==> config.mk <==
export PLATFORM = sky130hd
export DESIGN_NAME = task_sched_top
export DESIGN_NICKNAME = d
export VERILOG_FILES = /design/src/rtl/sched_pkg.sv /design/src/rtl/sched_fifo.sv /design/src/rtl/sched_lane.sv /design/src/rtl/task_sched_top.sv
export SDC_FILE = /design/constraint.sdc
export NUM_CORES = 1
export LEC_CHECK = 0
export BUFFER_PORTS_ARGS = -buffer_cell sky130_fd_sc_hd__buf_4
export CAP_MARGIN = 20
export CORE_UTILIZATION = 30
export CTS_BUF_LIST = sky130_fd_sc_hd__clkbuf_4
export DETAILED_ROUTE_END_ITERATION = 16
export GPL_TIMING_DRIVEN = 0
export MAX_ROUTING_LAYER = met4
export PLACE_DENSITY_LB_ADDON = 0.1
export SYNTH_ARGS = -nofsm -noshare
export SYNTH_HDL_FRONTEND = slang
export SYNTH_SLANG_ARGS = --single-unit
==> constraint.sdc <==
create_clock -name clk -period 5.08 [get_ports clk]
set_input_delay 0 -clock clk [delete_from_list [all_inputs] [get_ports clk]]
set_output_delay 0 -clock clk [all_outputs]
set_load 0.1 [all_outputs]
==> src/rtl/sched_pkg.sv <==
package sched_pkg;
    typedef enum logic [1:0] {
        ST_OPEN  = 2'd0,
        ST_DRAIN = 2'd1,
        ST_DONE  = 2'd2
    } done_state_t;
endpackage

==> src/rtl/sched_fifo.sv <==
module sched_fifo #(
    parameter int DW      = 8,
    parameter int DEPTH   = 4,
    parameter bit PRELOAD = 1'b0
) (
    input  logic          clk,
    input  logic          rst_n,
    input  logic          push,
    input  logic [DW-1:0] din,
    input  logic          pop,
    output logic [DW-1:0] dout,
    output logic          empty,
    output logic          full
);
    localparam int AW = (DEPTH > 1) ? $clog2(DEPTH) : 1;
    localparam int CW = $clog2(DEPTH + 1);

    logic [DW-1:0] mem [DEPTH];
    logic [AW-1:0] rd_ptr, wr_ptr;
    logic [CW-1:0] count;
    logic          do_push, do_pop;

    assign empty   = (count == '0);
    assign full    = (count == CW'(DEPTH));
    assign do_push = push && !full;
    assign do_pop  = pop && !empty;
    assign dout    = mem[rd_ptr];

    function automatic logic [AW-1:0] bump(input logic [AW-1:0] p);
        return (p == AW'(DEPTH - 1)) ? '0 : p + 1'b1;
    endfunction

    always_ff @(posedge clk) begin
        if (!rst_n) begin
            for (int i = 0; i < DEPTH; i++) begin
                mem[i] <= PRELOAD ? DW'(i) : '0;
            end
            rd_ptr <= '0;
            wr_ptr <= '0;
            count  <= PRELOAD ? CW'(DEPTH) : '0;
        end else begin
            if (do_push) begin
                mem[wr_ptr] <= din;
                wr_ptr      <= bump(wr_ptr);
            end
            if (do_pop) begin
                rd_ptr <= bump(rd_ptr);
            end
            unique case ({do_push, do_pop})
                2'b10:   count <= count + 1'b1;
                2'b01:   count <= count - 1'b1;
                default: count <= count;
            endcase
        end
    end
endmodule

==> src/rtl/sched_lane.sv <==
module sched_lane #(
    parameter int N_ENG      = 4,
    parameter int TASK_W     = 8,
    parameter int PEND_DEPTH = 4
) (
    input  logic              clk,
    input  logic              rst_n,
    input  logic              push_valid,
    input  logic [TASK_W-1:0] push_task,
    output logic              push_ready,
    input  logic [N_ENG-1:0]  finish,
    output logic [N_ENG-1:0]  start,
    output logic [TASK_W-1:0] start_task,
    output logic              quiet,
    output logic              spurious
);
    localparam int EW = (N_ENG > 1) ? $clog2(N_ENG) : 1;

    logic [N_ENG-1:0]  busy, ret_pend, ret_sel, disp_oh;
    logic [EW-1:0]     ret_idx, idle_head;
    logic [TASK_W-1:0] pend_head;
    logic              idle_empty, idle_full, pend_empty, pend_full;
    logic              dispatch;

    // Returning engines enter the free queue one per cycle, lowest index first.
    always_comb begin
        ret_idx = '0;
        for (int i = N_ENG - 1; i >= 0; i--) begin
            if (ret_pend[i]) ret_idx = EW'(i);
        end
        ret_sel = (|ret_pend) ? (N_ENG'(1) << ret_idx) : '0;
    end

    assign dispatch   = !idle_empty && !pend_empty;
    assign disp_oh    = N_ENG'(1) << idle_head;
    assign push_ready = !pend_full;
    assign spurious   = |(finish & ~busy);
    assign quiet      = pend_empty && idle_full;

    sched_fifo #(.DW(EW), .DEPTH(N_ENG), .PRELOAD(1'b1)) idle_q_i (
        .clk(clk), .rst_n(rst_n),
        .push(|ret_pend), .din(ret_idx), .pop(dispatch),
        .dout(idle_head), .empty(idle_empty), .full(idle_full)
    );

    sched_fifo #(.DW(TASK_W), .DEPTH(PEND_DEPTH), .PRELOAD(1'b0)) pend_q_i (
        .clk(clk), .rst_n(rst_n),
        .push(push_valid), .din(push_task), .pop(dispatch),
        .dout(pend_head), .empty(pend_empty), .full(pend_full)
    );

    always_ff @(posedge clk) begin
        if (!rst_n) begin
            busy       <= '0;
            ret_pend   <= '0;
            start      <= '0;
            start_task <= '0;
        end else begin
            busy     <= (busy & ~finish) | (dispatch ? disp_oh : '0);
            ret_pend <= (ret_pend & ~ret_sel) | (finish & busy);
            start    <= dispatch ? disp_oh : '0;
            if (dispatch) start_task <= pend_head;
        end
    end
endmodule

==> src/rtl/task_sched_top.sv <==
module task_sched_top
    import sched_pkg::*;
#(
    parameter int N_MAP    = 4,
    parameter int N_RED    = 2,
    parameter int TASK_W   = 8,
    parameter int MAP_PEND = 4,
    parameter int RED_PEND = 4
) (
    input  logic              clk,
    input  logic              rst_n,
    input  logic              list_closed,
    input  logic              map_task_valid,
    input  logic [TASK_W-1:0] map_task_id,
    output logic              map_task_ready,
    input  logic [N_MAP-1:0]  map_finish,
    output logic [N_MAP-1:0]  map_start,
    output logic [TASK_W-1:0] map_start_task,
    input  logic              red_task_valid,
    input  logic [TASK_W-1:0] red_task_id,
    output logic              red_task_ready,
    input  logic [N_RED-1:0]  red_finish,
    output logic [N_RED-1:0]  red_start,
    output logic [TASK_W-1:0] red_start_task,
    output logic              all_done,
    output logic              err_spurious
);
    done_state_t state, state_nxt;
    logic map_quiet, red_quiet, map_spur, red_spur, lanes_quiet;

    sched_lane #(.N_ENG(N_MAP), .TASK_W(TASK_W), .PEND_DEPTH(MAP_PEND)) map_lane_i (
        .clk(clk), .rst_n(rst_n),
        .push_valid(map_task_valid), .push_task(map_task_id), .push_ready(map_task_ready),
        .finish(map_finish), .start(map_start), .start_task(map_start_task),
        .quiet(map_quiet), .spurious(map_spur)
    );

    sched_lane #(.N_ENG(N_RED), .TASK_W(TASK_W), .PEND_DEPTH(RED_PEND)) red_lane_i (
        .clk(clk), .rst_n(rst_n),
        .push_valid(red_task_valid), .push_task(red_task_id), .push_ready(red_task_ready),
        .finish(red_finish), .start(red_start), .start_task(red_start_task),
        .quiet(red_quiet), .spurious(red_spur)
    );

    assign lanes_quiet = map_quiet && red_quiet;

    always_ff @(posedge clk) begin
        if (!rst_n) begin
            state        <= ST_OPEN;
            err_spurious <= 1'b0;
        end else begin
            state        <= state_nxt;
            err_spurious <= err_spurious | map_spur | red_spur;
        end
    end

    always_comb begin
        state_nxt = state;
        unique case (state)
            ST_OPEN:  if (list_closed) state_nxt = ST_DRAIN;
            ST_DRAIN: begin
                if (!list_closed)     state_nxt = ST_OPEN;
                else if (lanes_quiet) state_nxt = ST_DONE;
            end
            ST_DONE: begin
                if (!list_closed)      state_nxt = ST_OPEN;
                else if (!lanes_quiet) state_nxt = ST_DRAIN;
            end
            default: state_nxt = ST_OPEN;
        endcase
    end

    always_comb begin
        all_done = (state == ST_DONE);
    end
endmodule

# After elaboration in Yosys (flattened, before gate mapping)
# Memories as Yosys holds them, arrays and structs flattened. A register that Yosys moved wholly into a read port is not among the register bits.
# Cells that the tools add are included.
# classes
n_mul,0
n_mux,57
n_bitwise,20
order_cmp,0
div_mod_pow,0
add_sub_neg,16
n_reduce_logical,41
n_eq_ne,23
n_shift,4
# op_table
op,count
$mux 2,23
$mux 1,25
$eq 2x2->1 const B,12
$pmux 3 s2,3
$and 4x4->4,4
$mux 8,2
$reduce_or 8->1,2
$add 2x1->2 const B,7
$logic_and 1x1->1,13
$not 4->4,3
$eq 2x1->1 const B,5
$logic_not 1->1,10
$add 3x1->3 const B,3
$eq 3x3->1 const B,3
$logic_not 3->1,3
$sub 3x1->3 const B,3
$and 2x2->2,4
$mux 4,2
$or 4x4->4,2
$reduce_bool 2->1,4
$reduce_or 4->1,2
$shl 1x2->4 const A,2
$ne 3x3->1 const B,2
$not 2->2,3
other kinds (12),19
# word_totals
mem_count,4
register_bits,46
inputBits,27
elab_cells,185
romBits,0
latch_bits,0
ramBits,74
# mem_list
memory,depth,word_bits,read_ports,rd_clocked_by_memory_dff,wr,line,source
map_lane_i.pend_q_i.mem,4,8,1,1,4,sched_fifo.sv:18,logic [DW-1:0] mem [DEPTH];
red_lane_i.pend_q_i.mem,4,8,1,1,4,sched_fifo.sv:18,
map_lane_i.idle_q_i.mem,4,2,1,1,4,sched_fifo.sv:18,
red_lane_i.idle_q_i.mem,2,1,1,1,2,sched_fifo.sv:18,

# Depth between registers and ports, before layout
# Gate-level depths: netlist (run 1).
# depth
depth_word,9
depth_mapped,11

# By module
# Synthesis (run 1) repeated with hierarchy kept, for this count alone.
# hier_totals
hier_cells,538
hier_area_um2,6476.2
# modules_own_cells
mod,cells_per_inst,area_each_um2,n_inst
sched_fifo (map_lane_i.pend_q_i),134,1894.3,1
sched_fifo (red_lane_i.pend_q_i),132,1883.1,1
sched_lane (map_lane_i),92,845.8,1
sched_fifo (map_lane_i.idle_q_i),74,814.5,1
sched_lane (red_lane_i),61,606.8,1
sched_fifo (red_lane_i.idle_q_i),34,316.6,1
task_sched_top,11,115.1,1

# Worst setup path before layout (run 1)
# Ideal clock, no wire load.
# synth_timing
kind,flip-flop to flip-flop
start,register red_lane_i.pend_q_i.count[0]
end,register red_lane_i.pend_q_i.count[2]
setup_time_ps,70
stages_incl_launch_ff,10
period_less_slack_ps,2594
t_arrival_ps,2524
path_slack_ps,2486
path_cell_list,dfxtp_1 > or3b_1 > clkbuf_2 > nand2_1 > ha_1 > inv_1 > fa_1 > xor2_1 > or3_1 > a21oi_1
# synth_via
word_cells_on_any_way,13
cone_classes,2 x add/sub; 3 x eq/ne; 1 x mux; 7 x reduce/logical
# synth_lines
item,line,source
"start, declared",sched_fifo.sv:20,logic [CW-1:0] count;
"start signal, assigned",sched_fifo.sv:40,count <= PRELOAD ? CW'(DEPTH) : '0;
"start signal, assigned",sched_fifo.sv:50,2'b10: count <= count + 1'b1;
"start signal, assigned",sched_fifo.sv:51,2'b01: count <= count - 1'b1;
$eq 3x3->1 (*),sched_fifo.sv:24,assign full = (count == CW'(DEPTH));
$logic_not 1->1 (*),n/a,
named net red_task_ready,task_sched_top.sv:21,"output logic red_task_ready,"
$logic_and 1x1->1 (*),sched_fifo.sv:25,assign do_push = push && !full;
$eq 2x1->1 or $eq 2x2->1 (tied branches),sched_fifo.sv:49,"unique case ({do_push, do_pop})"
$pmux 3 s2 or $reduce_bool 2->1 (tied branches),n/a,
# Mark *: on every way through the listed nets, which the timed path passes. The rest lies on a longest branch.
# A chain may end at the register's enable or synchronous reset.

# Final worst setup path (run 1)
# layout_timing
start,register red_lane_i.pend_q_i.count[0]
end,register red_lane_i.pend_q_i.count[2]
# layout_via
elab_chain_len,6
word_cells_on_any_way,13
cone_classes,2 x add/sub; 3 x eq/ne; 1 x mux; 7 x reduce/logical
# layout_rtl
item,line,source
$logic_not 3->1,sched_fifo.sv:23,assign empty = (count == '0);
$logic_not 1->1,"sched_fifo.sv:26, sched_lane.sv:34",
$logic_and 1x1->1,sched_lane.sv:34,assign dispatch = !idle_empty && !pend_empty;
$logic_and 1x1->1,sched_fifo.sv:26,assign do_pop = pop && !empty;
$eq 2x1->1 or $eq 2x2->1 (tied branches),sched_fifo.sv:49,
$pmux 3 s2 or $reduce_bool 2->1 (tied branches),n/a,
# Several ways; a longest one is shown, not always the timed one.

==> flow_results.xml, run 1 <==
<?xml version="1.0" encoding="UTF-8"?>
<metrics>
  <group name="route">
    <metric name="met3_wirelength" unit="microns">543</metric>
    <metric name="via_per_inst" unit="">4.55</metric>
    <metric name="met2WireLength" unit="mm">7.04</metric>
    <metric name="highest-signal-layer" unit="">met4</metric>
    <metric name="finalWirelength" unit="mm">14.1</metric>
    <metric name="ant_nets" unit="">0</metric>
    <metric name="first_pass_iters" unit="">4</metric>
    <metric name="drt-wirelength-per-cell" unit="microns">16.1</metric>
    <metric name="detail_route.drc_violations" unit="">0</metric>
    <metric name="drtIter0Drc" unit="">234</metric>
    <metric name="detailroute.via_count" unit="">3982</metric>
    <metric name="detail_route.wirelength.met1" unit="mm">6.41</metric>
  </group>
  <group name="critical_path">
    <metric name="startpoint_type" unit="">register</metric>
    <metric name="worst_path_max_delay_cell" unit="">dfxtp_1</metric>
    <metric name="worst-r2r-cell-count" unit="">10</metric>
    <metric name="buffers_inverters_on_critical_path" unit="">3</metric>
    <metric name="arrival" unit="ns">3.02</metric>
    <metric name="critPathMaxStageDelay" unit="ns">0.40</metric>
    <metric name="critical_path_cell_count" unit="">10</metric>
    <metric name="crit_family" unit="">adder cells</metric>
    <metric name="startpoint" unit="">red_lane_i.pend_q_i.count[0]</metric>
    <metric name="cp.required" unit="ns">5.57</metric>
    <metric name="timing.critical_path.fanout_max" unit="">11</metric>
    <metric name="crit_type" unit="">register to register</metric>
    <metric name="endpoint_of_the_most_critical_setup_path" unit="">red_lane_i.pend_q_i.count[2]</metric>
    <metric name="r2r-end" unit="">red_lane_i.pend_q_i.count[2]</metric>
    <metric name="worst_r2r_startpoint" unit="">red_lane_i.pend_q_i.count[0]</metric>
    <metric name="crit_path_end_kind" unit="">register</metric>
    <metric name="r2r_setup_slack" unit="ns">2.55</metric>
    <metric name="cp_cell_sequence" unit="">or3_1, o21ai_1, inv_1, buf_2, ha_1, inv_1, fa_1, xor2_1, or3_1, a21oi_1</metric>
  </group>
  <group name="outcome">
    <metric name="outcome" unit="">finished clean</metric>
  </group>
  <group name="timing">
    <metric name="hold_viol" unit="">0</metric>
    <metric name="worst_slew_pin_slew" unit="ns">1.00</metric>
    <metric name="drv_slew" unit="">0</metric>
    <metric name="final.period_utilization" unit="">0.497</metric>
    <metric name="final.setup_skew" unit="ns">0.0188</metric>
    <metric name="holdWs" unit="ns">0.250</metric>
    <metric name="setup_viol" unit="">0</metric>
    <metric name="finalWorstSetupSlack" unit="ns">2.55</metric>
    <metric name="timing.final.crit_period" unit="ns">2.53</metric>
    <metric name="rsz_0062_raised_after_global_routing" unit="">false</metric>
    <metric name="maximum_clock_frequency" unit="MHz">396</metric>
    <metric name="maxSlewHeadroom" unit="">0.326</metric>
    <metric name="timing.setup.tns" unit="ns">0</metric>
  </group>
  <group name="min_path">
    <metric name="hold_path.class" unit="">input pin to register</metric>
    <metric name="hold_path_startpoint" unit="">list_closed</metric>
  </group>
  <group name="clocking">
    <metric name="tritoncts_clock_tree" unit="">yes</metric>
    <metric name="tritoncts.num_buffers" unit="">17</metric>
    <metric name="clockRootBuffer" unit="">clkbuf_4</metric>
    <metric name="post-cts-setup-buffer-count" unit="">0</metric>
    <metric name="cts_hold_buf" unit="">26</metric>
    <metric name="insertion_delay" unit="ns">0.55</metric>
    <metric name="path_clk_slew" unit="ns">0.14</metric>
    <metric name="clock_path_buffers" unit="">2</metric>
    <metric name="cts_max_level" unit="">4</metric>
    <metric name="post_cts_resized" unit="">0</metric>
    <metric name="cts_num_sinks" unit="">139</metric>
  </group>
  <group name="final_layout">
    <metric name="most_frequent_standard_cell_in_the_layout_excluding_fill_and_tap_cells" unit="">edfxtp_1</metric>
    <metric name="highest_count_cells_in_the_layout_ignoring_fill_and_taps" unit="">73 x edfxtp_1, 66 x dfxtp_1, 65 x and2_1, 59 x nand2_1, 52 x buf_4</metric>
    <metric name="num-nets-final" unit="">635</metric>
    <metric name="layout-area-overhead-vs-synth" unit="%">21.8</metric>
    <metric name="layout.core_utilization" unit="">0.374</metric>
    <metric name="finish.instance_area" unit="sq um">7270</metric>
    <metric name="share_of_final_layout_standard_cells_stronger_than_drive_strength_1" unit="">0.217</metric>
    <metric name="stdcell_count" unit="">875</metric>
  </group>
  <group name="grt">
    <metric name="grt_util_all_layers" unit="">0.156</metric>
    <metric name="grt_max_degree" unit="">17</metric>
    <metric name="global_route.overflow_total" unit="">0</metric>
    <metric name="first_global_vias" unit="">4036</metric>
    <metric name="grt_antenna_before_repair" unit="">1</metric>
    <metric name="grt_first_pass_wirelength" unit="mm">22.3</metric>
  </group>
  <group name="yosys">
    <metric name="synth-edff-count" unit="">73</metric>
    <metric name="async_flop_share" unit="">0</metric>
    <metric name="post_synthesis_instance_area" unit="sq um">5970</metric>
    <metric name="postSynth.topFlopCell" unit="">edfxtp_1</metric>
    <metric name="synth_seq_cells" unit="">139</metric>
    <metric name="seq_area_frac_synth" unit="">0.589</metric>
    <metric name="synthDistinctLibCells" unit="">51</metric>
    <metric name="synth_nets" unit="">538</metric>
    <metric name="yosys_warnings" unit="">0</metric>
    <metric name="synth_cells" unit="">498</metric>
    <metric name="synth_area_per_cell" unit="sq um">12.0</metric>
  </group>
  <group name="floorplanning">
    <metric name="die_x" unit="microns">143</metric>
    <metric name="start_util" unit="">0.307</metric>
    <metric name="dieHeight" unit="microns">143</metric>
    <metric name="core_area" unit="sq um">19500</metric>
    <metric name="ios" unit="">53</metric>
    <metric name="placement_rows" unit="">51</metric>
    <metric name="die_area" unit="sq um">20500</metric>
  </group>
  <group name="placed_design">
    <metric name="pre_cts_slack" unit="ns">2.52</metric>
    <metric name="finalWeightedCongestion" unit="">0.749</metric>
    <metric name="place_hpwl" unit="mm">9.46</metric>
    <metric name="placed_area" unit="sq um">6690</metric>
    <metric name="placed_cells_incl_taps" unit="">815</metric>
    <metric name="port_buffers" unit="">52</metric>
  </group>
  <group name="power">
    <metric name="worst_voltage_drop_across_the_vdd_grid" unit="mV">0.200</metric>
    <metric name="seq_power_share" unit="">0.396</metric>
    <metric name="power.density_cell_area" unit="nW/um^2">521</metric>
    <metric name="power_report.internal_total" unit="mW">2.24</metric>
    <metric name="power.share.clock" unit="">0.213</metric>
    <metric name="power.share.switching" unit="">0.409</metric>
    <metric name="power_switching" unit="mW">1.55</metric>
    <metric name="power_leakage" unit="nW">2.74</metric>
    <metric name="power.combinational.fraction" unit="">0.391</metric>
    <metric name="final_total_pwr" unit="mW">3.79</metric>
  </group>
  <group name="job">
    <metric name="maxCapViolCount" unit="">0</metric>
  </group>
</metrics>
## layout make-up
class                           instances  area, sq um
Antenna cell                            2         5.00
Buffer                                 22          113
Clock buffer                           17          128
Clock inverter                         15          189
Fill cell                            1923        12200
Inverter                               24         90.1
Multi-Input combinational cell        313         2250
Sequential cell                       139         3510
Tap cell                              265          332
Timing Repair Buffer                   78          651
## worst reg2reg max path, cell delays in order, from the launching register on
cell and delay, ns:
dfxtp_1 0.40, or3_1 0.17, o21ai_1 0.16, inv_1 0.20, buf_2 0.31, ha_1 0.24
inv_1 0.06, fa_1 0.37, xor2_1 0.15, or3_1 0.30, a21oi_1 0.13
## cells by family after synthesis
family | synth area share
AO/OA/AOI/OAI | 0.0669
XOR/XNOR | 0.0161
buffers and inverters | 0.0340
flip-flops | 0.589
multiplexers | 0.0696
adder cells (fa/ha/maj) | 0.0327
AND/OR/NAND/NOR | 0.192
## sequential cells by signal, summed over array words and instances (netlist names), 3 cells and up, named ones only
name / cells
map_lane_i.pend_q_i.mem: 32
red_lane_i.pend_q_i.mem: 32
map_lane_i.idle_q_i.mem: 8
map_lane_i.start_task: 8
red_lane_i.start_task: 8
map_lane_i.busy: 4
map_lane_i.ret_pend: 4
map_lane_i.start: 4
map_lane_i.idle_q_i.count: 3
map_lane_i.pend_q_i.count: 3
red_lane_i.pend_q_i.count: 3
## cells in the mapped netlist (5+ instances only)
| cell | n | area, sq um |
|---|---|---|
| and2_1 | 65 | 407 |
| edfxtp_1 | 73 | 2190 |
| nor2_1 | 24 | 90.1 |
| nand2_1 | 59 | 221 |
| dfxtp_1 | 66 | 1320 |
| xor2_1 | 7 | 61.3 |
| clkbuf_1 | 8 | 30.0 |
| o21ai_0 | 12 | 60.1 |
| or3_1 | 12 | 75.1 |
| nand2b_1 | 5 | 31.3 |
| inv_1 | 22 | 82.6 |
| mux4_2 | 18 | 405 |
| buf_2 | 10 | 50.1 |
| ha_1 | 10 | 125 |
| a21oi_1 | 35 | 175 |
| nand3_1 | 9 | 45.0 |
## routing by layer
layer	vias up	track usage
met5	-	-
met3	6	0.0429
met1	1949	0.189
li1	1956	-
met2	71	0.254
met4	0	0.0458
## power by group through the flow
stage               clock (mW)  sequential, mW  combinational (mW)
CTS                      0.837            1.50                1.51
detailed placement           0            1.53                1.49
floorplan                    0            1.89               0.763
global route             0.882            1.53                1.62
finish                   0.806            1.50                1.48
global placement             0            1.52                1.47
## how the worst min path moves through the flow
| stage | slack (ns) | end | cells after the start |
|---|---|---|---|
| finish | 0.25 | state[0] | 4 |
| global route | 0.21 | map_lane_i.pend_q_i.mem[1][2] | 3 |
| CTS | 0.20 | state[0] | 4 |
| detailed placement | 0.26 | red_lane_i.ret_pend[0] | 2 |
| global placement | 0.25 | state[0] | 3 |
| floorplan | 0.14 | map_lane_i.ret_pend[3] | 2 |
(Power assumes the default switching activity.)
==> run 2: changes to the inputs <==
==> constraint.sdc (replaced) <==
create_clock -name clk -period 2.6 [get_ports clk]
set_input_delay 0 -clock clk [delete_from_list [all_inputs] [get_ports clk]]
set_output_delay 0 -clock clk [all_outputs]
set_load 0.1 [all_outputs]
==> run 2 against run 1 <==
  * Cell count rose by 0.11%
  * Sequential power rose by 95%
  * Flip-flop and latch count did not move
  * Register-to-register slack got worse by 2.4 ns
  * Largest power group is now combinational cells
  * Final area rose by 0.33%
==> flow_results.xml, run 2 (same netlist as run 1, synthesis figures left out) <==
<?xml version="1.0" encoding="UTF-8"?>
<metrics>
  <group name="min_path">
    <metric name="hold_path_startpoint" unit="">list_closed</metric>
    <metric name="holdPathEnd" unit="">state[0]</metric>
    <metric name="worst_hold_path.num_cells" unit="">4</metric>
    <metric name="hold_path.class" unit="">input pin to register</metric>
  </group>
  <group name="placed_design">
    <metric name="pre_cts_slack" unit="ns">0.0444</metric>
    <metric name="finalWeightedCongestion" unit="">0.749</metric>
    <metric name="port_buffers" unit="">52</metric>
    <metric name="place_hpwl" unit="mm">9.46</metric>
  </group>
  <group name="timing">
    <metric name="final.setup_skew" unit="ns">0.0209</metric>
    <metric name="worst_slew_pin_slew" unit="ns">1.00</metric>
    <metric name="maximum_clock_frequency" unit="MHz">409</metric>
    <metric name="final.period_utilization" unit="">0.940</metric>
    <metric name="maxSlewHeadroom" unit="">0.327</metric>
    <metric name="timing.final.crit_period" unit="ns">2.44</metric>
    <metric name="finalWorstSetupSlack" unit="ns">0.156</metric>
    <metric name="setup_viol" unit="">0</metric>
    <metric name="hold_viol" unit="">0</metric>
    <metric name="timing.setup.tns" unit="ns">0</metric>
    <metric name="drv_slew" unit="">0</metric>
    <metric name="rsz_0062_raised_after_global_routing" unit="">false</metric>
  </group>
  <group name="final_layout">
    <metric name="most_frequent_standard_cell_in_the_layout_excluding_fill_and_tap_cells" unit="">edfxtp_1</metric>
    <metric name="highest_count_cells_in_the_layout_ignoring_fill_and_taps" unit="">73 x edfxtp_1, 66 x dfxtp_1, 65 x and2_1, 58 x nand2_1, 56 x buf_4</metric>
    <metric name="share_of_final_layout_standard_cells_stronger_than_drive_strength_1" unit="">0.223</metric>
    <metric name="layout.core_utilization" unit="">0.375</metric>
    <metric name="top_regs" unit="">map_lane_i.pend_q_i.mem x32, red_lane_i.pend_q_i.mem x32</metric>
    <metric name="fillCellCount" unit="">1922</metric>
    <metric name="layout-area-overhead-vs-synth" unit="%">22.2</metric>
    <metric name="num-nets-final" unit="">636</metric>
  </group>
  <group name="critical_path">
    <metric name="cp.required" unit="ns">3.08</metric>
    <metric name="crit_family" unit="">simple AND/OR/NAND/NOR gates</metric>
    <metric name="cp_cell_sequence" unit="">or3b_4, o31a_4, inv_2, buf_6, ha_1, inv_1, fa_1, xor2_1, or3_1, nand3_1</metric>
    <metric name="startpoint" unit="">map_lane_i.idle_q_i.count[2]</metric>
    <metric name="buffers_inverters_on_critical_path" unit="">3</metric>
    <metric name="critPathMaxStageDelay" unit="ns">0.43</metric>
    <metric name="worst-r2r-cell-count" unit="">10</metric>
    <metric name="worst_path_max_delay_cell" unit="">dfxtp_1</metric>
    <metric name="crit_type" unit="">register to register</metric>
    <metric name="r2r-end" unit="">map_lane_i.idle_q_i.count[2]</metric>
    <metric name="worst_r2r_startpoint" unit="">map_lane_i.idle_q_i.count[2]</metric>
    <metric name="timing.critical_path.fanout_max" unit="">10</metric>
    <metric name="r2r_setup_slack" unit="ns">0.16</metric>
    <metric name="arrival" unit="ns">2.92</metric>
    <metric name="crit_path_end_kind" unit="">register</metric>
    <metric name="startpoint_type" unit="">register</metric>
  </group>
  <group name="power">
    <metric name="worst_voltage_drop_across_the_vdd_grid" unit="mV">0.390</metric>
    <metric name="power.density_cell_area" unit="nW/um^2">1020</metric>
    <metric name="seq_power_share" unit="">0.394</metric>
    <metric name="power.share.clock" unit="">0.211</metric>
    <metric name="power_leakage" unit="nW">2.74</metric>
    <metric name="power_switching" unit="mW">3.03</metric>
    <metric name="power.share.switching" unit="">0.408</metric>
    <metric name="power.combinational.fraction" unit="">0.395</metric>
    <metric name="power_report.internal_total" unit="mW">4.41</metric>
  </group>
  <group name="grt">
    <metric name="grt_first_pass_wirelength" unit="mm">22.3</metric>
    <metric name="global_route.overflow_total" unit="">0</metric>
    <metric name="first_global_vias" unit="">4036</metric>
    <metric name="busiest_layer" unit="">met2</metric>
    <metric name="grt_util_all_layers" unit="">0.156</metric>
    <metric name="grt.met1_usage" unit="">0.189</metric>
    <metric name="grtUsageMet2" unit="">0.254</metric>
    <metric name="grt_max_degree" unit="">17</metric>
    <metric name="grt_antenna_before_repair" unit="">1</metric>
    <metric name="met3_usage" unit="">0.0429</metric>
  </group>
  <group name="route">
    <metric name="ant_nets" unit="">0</metric>
    <metric name="finalWirelength" unit="mm">14.1</metric>
    <metric name="via_per_inst" unit="">4.53</metric>
    <metric name="first_pass_iters" unit="">4</metric>
    <metric name="detail_route.drc_violations" unit="">0</metric>
    <metric name="detailroute.via_count" unit="">3971</metric>
    <metric name="drt-wirelength-per-cell" unit="microns">16.1</metric>
    <metric name="drtIter0Drc" unit="">272</metric>
  </group>
  <group name="clocking">
    <metric name="tritoncts_clock_tree" unit="">yes</metric>
    <metric name="cts_num_sinks" unit="">139</metric>
    <metric name="tritoncts.num_buffers" unit="">17</metric>
    <metric name="path_clk_slew" unit="ns">0.13</metric>
    <metric name="clock_path_buffers" unit="">2</metric>
    <metric name="cts_max_level" unit="">4</metric>
    <metric name="clockRootBuffer" unit="">clkbuf_4</metric>
    <metric name="insertion_delay" unit="ns">0.54</metric>
  </group>
  <group name="floorplanning">
    <metric name="dieHeight" unit="microns">143</metric>
    <metric name="die_x" unit="microns">143</metric>
    <metric name="die_area" unit="sq um">20500</metric>
    <metric name="core_area" unit="sq um">19500</metric>
    <metric name="start_util" unit="">0.307</metric>
    <metric name="ios" unit="">53</metric>
    <metric name="placement_rows" unit="">51</metric>
  </group>
  <group name="outcome">
    <metric name="outcome" unit="">finished clean</metric>
  </group>
  <group name="job">
    <metric name="maxCapViolCount" unit="">0</metric>
  </group>
</metrics>
[run 2: worst max-delay path by stage]
stage | slack (ns) | cells past startpoint | to
after floorplan | 0.006 | 9 | red_lane_i.pend_q_i.count[2]
final | 0.16 | 10 | map_lane_i.idle_q_i.count[2]
after detailed placement | 0.04 | 10 | red_lane_i.pend_q_i.count[2]
after global placement | 0.08 | 10 | red_lane_i.pend_q_i.count[2]
after CTS | 0.03 | 10 | red_lane_i.pend_q_i.count[2]
after global routing | 0.002 | 10 | map_lane_i.idle_q_i.count[2]
[run 2: timing repair]
item	in CTS	in global routing
setup buffers	0	3
gates resized for setup	0	5
endpoints found under the hold margin	84	0
hold buffers	26	0
endpoints found under the setup margin	0	4
[run 2: power groups by stage]
stage	registers, mW	logic, mW	clock network [mW]
floorplan	3.70	1.49	0
global placement	2.97	2.87	0
detailed placement	2.99	2.90	0
CTS	2.94	2.94	1.64
global route	2.99	3.22	1.72
finish	2.93	2.94	1.57
[run 2: worst min-delay path: cells and delay by family]
family                 cells  cell delay, ns
and+or+nand+nor            2            0.14
buffers and inverters      2            0.63
[run 2: through the flow]
step / std cells / power (mW) / hold slack, ns / area, sq um
CTS: 873 / 7.52 / 0.203 / 7270
detailed placement: 815 / 5.89 / 0.261 / 6690
floorplan: 498 / 5.19 / 0.136 / 5970
global route: 876 / 7.93 / 0.205 / 7300
finish: 876 / 7.44 / 0.253 / 7300
global placement: 815 / 5.84 / 0.249 / 6690
[run 2: cell type report]
cell class,instances,area (sq um),share of cell area
Inverter,24,90.1,0.0123
Timing Repair Buffer,81,673,0.0922
Buffer,20,105,0.0144
Tap cell,265,332,0.0454
Antenna cell,2,5.00,0.000686
Clock buffer,17,128,0.0175
Sequential cell,139,3510,0.481
Multi-Input combinational cell,313,2260,0.310
Clock inverter,15,189,0.0259
[run 2: per-layer routing]
layer  vias up  part of all wire
met2        68              0.50
li1       1956                 -
met3         5             0.036
met1      1942              0.46
met5         -                 0
met4         0            0.0080
